===== src/rtl/qrss_pkg.sv =====
package qrss_pkg;

  // Per-cycle action taken by the register stages.
  typedef enum logic [1:0] {
    ACT_HOLD = 2'd0,
    ACT_LOAD = 2'd1,
    ACT_EMIT = 2'd2
  } qrss_act_e;

  // Priority: reload beats advance, advance beats hold.
  function automatic qrss_act_e decode_act(input logic en, input logic reseed);
    if (reseed)  return ACT_LOAD;
    else if (en) return ACT_EMIT;
    else         return ACT_HOLD;
  endfunction

endpackage


===== src/rtl/qrss_rst_sync.sv =====
module qrss_rst_sync #(
  parameter int STAGES = 2
) (
  input  logic clk,
  input  logic rst_n,
  output logic rst_sync_n
);

  logic [STAGES-1:0] sync_q;
  logic [STAGES-1:0] sync_d;

  always_comb begin
    sync_d = {sync_q[STAGES-2:0], 1'b1};
  end

  always_ff @(posedge clk or negedge rst_n) begin
    if (!rst_n) sync_q <= '0;
    else        sync_q <= sync_d;
  end

  assign rst_sync_n = sync_q[STAGES-1];

endmodule


===== src/rtl/qrss_lfsr.sv =====
module qrss_lfsr
  import qrss_pkg::*;
#(
  parameter int          WIDTH = 20,
  parameter int          TAP   = 17,
  parameter logic [WIDTH-1:0] SEED = 20'h80000
) (
  input  logic             clk,
  input  logic             rst_n,
  input  qrss_act_e        act,
  output logic [WIDTH-1:0] state_o
);

  // A zero seed would lock the register; substitute a single one.
  localparam logic [WIDTH-1:0] SEED_SAFE = (SEED == '0) ? {{(WIDTH-1){1'b0}}, 1'b1} : SEED;

  logic [WIDTH-1:0] tap_mask;
  logic [WIDTH-1:0] state_q;
  logic [WIDTH-1:0] state_d;
  logic             fb;

  // Stage k sits in bit k-1; the last stage and stage TAP feed back.
  for (genvar g = 0; g < WIDTH; g++) begin : g_mask
    if ((g == WIDTH-1) || (g == TAP-1)) begin : g_on
      assign tap_mask[g] = 1'b1;
    end else begin : g_off
      assign tap_mask[g] = 1'b0;
    end
  end

  always_comb begin
    fb = ^(state_q & tap_mask);
  end

  always_comb begin
    unique case (act)
      ACT_LOAD: state_d = SEED_SAFE;
      ACT_EMIT: state_d = {state_q[WIDTH-2:0], fb};
      default:  state_d = state_q;
    endcase
  end

  always_ff @(posedge clk or negedge rst_n) begin
    if (!rst_n) state_q <= SEED_SAFE;
    else        state_q <= state_d;
  end

  assign state_o = state_q;

endmodule


===== src/rtl/qrss_run_guard.sv =====
module qrss_run_guard #(
  parameter int RUN_MAX = 14
) (
  // window_i[RUN_MAX] is the raw bit; lower bits are the next RUN_MAX raw bits.
  input  logic [RUN_MAX:0] window_i,
  output logic             forced_o,
  output logic             shaped_o
);

  logic raw;

  assign raw = window_i[RUN_MAX];

  if (RUN_MAX == 0) begin : g_always
    assign forced_o = 1'b1;
  end else begin : g_look
    logic [RUN_MAX-1:0] ahead;
    assign ahead    = window_i[RUN_MAX-1:0];
    assign forced_o = ~|ahead;
  end

  always_comb begin
    shaped_o = raw | forced_o;
  end

endmodule


===== src/rtl/qrss_out_stage.sv =====
module qrss_out_stage
  import qrss_pkg::*;
(
  input  logic      clk,
  input  logic      rst_n,
  input  qrss_act_e act,
  input  logic      shaped_i,
  input  logic      inject_i,
  output logic      bit_o
);

  logic bit_q;
  logic bit_d;

  always_comb begin
    if (act == ACT_EMIT) bit_d = shaped_i ^ inject_i;
    else                 bit_d = bit_q;
  end

  always_ff @(posedge clk or negedge rst_n) begin
    if (!rst_n) bit_q <= 1'b0;
    else        bit_q <= bit_d;
  end

  assign bit_o = bit_q;

endmodule


===== src/rtl/qrss_gen.sv =====
module qrss_gen
  import qrss_pkg::*;
#(
  parameter int               WIDTH   = 20,
  parameter int               TAP     = 17,
  parameter int               RUN_MAX = 14,
  parameter logic [WIDTH-1:0] SEED    = 20'h80000
) (
  input  logic clk,
  input  logic rst_n,
  input  logic en,
  input  logic reseed,
  input  logic inject,
  output logic bit_out
);

  localparam int WIN_LO = WIDTH - 1 - RUN_MAX;

  logic             rst_sync_n;
  qrss_act_e        act;
  logic [WIDTH-1:0] state_q;
  logic [RUN_MAX:0] window;
  logic             forced;
  logic             shaped;

  qrss_rst_sync #(.STAGES(2)) i_rst (
    .clk        (clk),
    .rst_n      (rst_n),
    .rst_sync_n (rst_sync_n)
  );

  always_comb begin
    act = decode_act(en, reseed);
  end

  qrss_lfsr #(.WIDTH(WIDTH), .TAP(TAP), .SEED(SEED)) i_lfsr (
    .clk     (clk),
    .rst_n   (rst_sync_n),
    .act     (act),
    .state_o (state_q)
  );

  assign window = state_q[WIDTH-1:WIN_LO];

  qrss_run_guard #(.RUN_MAX(RUN_MAX)) i_guard (
    .window_i (window),
    .forced_o (forced),
    .shaped_o (shaped)
  );

  qrss_out_stage i_out (
    .clk      (clk),
    .rst_n    (rst_sync_n),
    .act      (act),
    .shaped_i (shaped),
    .inject_i (inject),
    .bit_o    (bit_out)
  );

endmodule


===== config.mk =====
export PLATFORM = sky130hd
export DESIGN_NAME = qrss_gen
export DESIGN_NICKNAME = d
export VERILOG_FILES = /design/src/rtl/qrss_pkg.sv /design/src/rtl/qrss_rst_sync.sv /design/src/rtl/qrss_lfsr.sv /design/src/rtl/qrss_run_guard.sv /design/src/rtl/qrss_out_stage.sv /design/src/rtl/qrss_gen.sv
export SDC_FILE = /design/constraint.sdc
export NUM_CORES = 1
export LEC_CHECK = 0
export ABC_AREA = 1
export BUFFER_PORTS_ARGS = -buffer_cell sky130_fd_sc_hd__buf_2
export CAP_MARGIN = 20
export CORE_MARGIN = 3
export CORE_UTILIZATION = 45
export DETAILED_ROUTE_END_ITERATION = 10
export GPL_ROUTABILITY_DRIVEN = 0
export PLACE_DENSITY_LB_ADDON = 0.05
export SLEW_MARGIN = 20
export SYNTH_ARGS = -nofsm -noshare
export SYNTH_HDL_FRONTEND = slang
export SYNTH_HIERARCHICAL = 1
export SYNTH_SLANG_ARGS = --single-unit

===== constraint.sdc =====
create_clock -name clk -period 1.5 [get_ports clk]
set_clock_uncertainty 0.05 [all_clocks]
set_input_delay 0.15 -clock clk [delete_from_list [all_inputs] [get_ports clk]]
set_output_delay 0.15 -clock clk [all_outputs]
set_load 0.05 [all_outputs]

==> key figures <==
Clock tree
  • CTS Buffer Depth: 2
  • Reg clk slew, reported paths: ~0.12 ns
  • Sink Count: 23
  • CTS root buf: clkbuf_4
  • H-tree depth: 1
  • Worst-Skew Late Latency: around 0.30 ns
  • CTS buffer count: 3
  • CTS resizes: 0
  • CTS tree: done

Detailed routing
  • ANT nets after route: 0
  • First-pass detailed-route iteration total: 4
  • Iteration-0 DRC Markers: 12
  • Wire per inst: a little over 10 um
  • Vias/cell: approximately 4.6
  • DR vias: 728
  • Routed WL: 1.60 mm
  • Residual DRC: 0

Floorplanning
  • Die height: between 50 and 60 um
  • DIE WIDTH: 53.1 um
  • Ports: 6
  • Core area: 2020 um2
  • Row Count: 16
  • Starting Density: about half
  • Die Area: around 2800 um2

Outcome
  • Outcome: finished clean

Cells and area
  • Antenna cell count: 0
  • Area growth syn-to-layout: 8.16%
  • Area occupied by multi-input gates: between 300 and 400 um2
  • Share of post-route cells with drive strength above 1: between 10 and 15%
  • Number of fill cells: 201
  • Reg area: 577 um2
  • Nets: approximately 140
  • Layout Cells excl Fill: 157
  • Final core occ: a little over half

Worst setup path
  • Critical Path, Cell by Cell: or2_1 > nor2_1 > nand2_1 > nand2_1 > nand2_1 > nand3_1 > nand2_1
  • CP arrival: roughly 1.4 ns
  • Max incr delay on CP: around 0.42 ns
  • Crit start category: flop
  • Crit-path max FO: 3
  • Critical Setup Path Class: reg2reg
  • Critical path's top delay family: simple AND/OR/NAND/NOR gates
  • Slowest cell on crit path: dfrtp_1
  • Worst Reg-to-Reg Cells: 7
  • Worst EP required: 1.65 ns
  • Worst Path Buf+Inv: 0
  • Crit. End Element: flop
  • Stages on the worst setup path: 7
  • Most frequent CP cell: nand2_1

Global route
  • Initial antenna violation count: 0
  • Tot GR Track Use: 15.6%
  • Number of global-route vias before repair: around 770
  • Largest net degree at the start of global routing: 20
  • Global-route wire length before repair: about 3.1 mm
  • Total gr overflow: 0

Hold path
  • Hold WC Path Type: in2reg
  • Hold depth: 4

STA
  • Final slew viol count: 0
  • Final TNS setup: 0 ns
  • Final setup viols: 0
  • Fin. Hold Viols: 0
  • Final min period: roughly 1.3 ns
  • Fmax: between 0.7 and 0.8 GHz
  • Final period util: a little over four fifths
  • RSZ-0062 raised after global routing: no
  • Fin Hold WS: between 0.08 and 0.09 ns

Job
  • Max_cap viols: 0

Placed design
  • DP Wirelength: between 1 and 1.5 mm
  • Port Buf Inserts: 5
  • DP Cell Count: ~150

Synth
  • Syn Inst Count: 120
  • Synthesized area per cell: ~8.3 um2
  • Syn Std Cell Area: 997 um2
  • Syn_nets: 126
  • Ys Warns: 6

Power and ir drop
  • Max IR drop VDD: 0.524 mV
  • Power density cells: between 900 and 1000 nW/um2
  • Static Leak: about 0.00064 uW
-- through the flow --
stage,power (uW),area (um2),setup slack [ns]
detailed placement,753,1040,0.117
global route,1080,1080,0.111
floorplan,731,997,0.393
finish,1020,1080,0.242
global placement,752,1040,0.141
CTS,1030,1080,0.251
-- layer usage --
| metal | vias up | global-route usage, % | routed length, um |
|---|---|---|---|
| met3 | 2 | 3.38 | 34 |
| li1 | 374 | - | - |
| met4 | 0 | 7.66 | 10 |
| met2 | 5 | 26.7 | 773 |
| met1 | 347 | 18.3 | 784 |
| met5 | - | 0 | 0 |
-- layout make-up --
| class | instances | area share (%) |
|---|---|---|
| Tap cell | 27 | 3.13 |
| Inverter | 10 | 3.48 |
| Multi-Input combinational cell | 84 | 32.1 |
| Sequential cell | 23 | 53.5 |
| Clock buffer | 4 | 2.44 |
| Timing Repair Buffer | 9 | 5.34 |
-- state kept, by name (all words and copies together), names as in the netlist --
register / cells
i_lfsr/state_o: 20
i_rst/sync_q: 2
i_out/bit_o: 1
-- report_power, final --
group	leakage (uW)	internal, uW	switching, uW
clock	0.0000150	104	177
sequential	0.000312	636	12.6
combinational	0.000314	28.6	64.3
total	0.000641	769	254
-- cell usage in the layout (no fill, tap or decap) --
cell type       n
ha_1            1
buf_4           3
clkbuf_1        1
or2_1           1
nand2_2         1
buf_2           5
o21ai_0         4
conb_1          1
dlygate4sd3_1   1
dfstp_2         1
nor2_4          1
nor2_2          1
clkbuf_4        3
nor2_1          9
dfrtp_1        22
nand3_1         2
nand2_1        63
inv_1          10
-- repair_timing --
| item | 4_1_cts | 5_1_grt |
|---|---|---|
| endpoints found under the hold margin | 2 | 0 |
| hold buffers | 1 | 0 |
| setup buffers | 0 | 0 |
-- final timing paths --
check / from / slack, ns / end
worst max register to register: i_lfsr/state_o[6] / 0.24 / i_out/bit_o
worst min-delay path: inject / 0.08 / i_out/bit_o
worst min register to register: i_rst/sync_q[1] / 0.14 / i_lfsr/state_o[4]
max in group asynchronous: i_rst/sync_q[1] / 0.74 / i_lfsr/state_o[15]
worst max-delay path: i_lfsr/state_o[6] / 0.24 / i_out/bit_o
min in group asynchronous: rst_n / 0.10 / i_rst/sync_q[0]
-- worst reg2reg max path, cell delays in order, from the launching register on --
cell	delay [ns]
dfrtp_1	0.42
or2_1	0.24
nor2_1	0.11
nand2_1	0.07
nand2_1	0.08
nand2_1	0.06
nand3_1	0.08
nand2_1	0.06
Power figures use the tool's default switching activity.
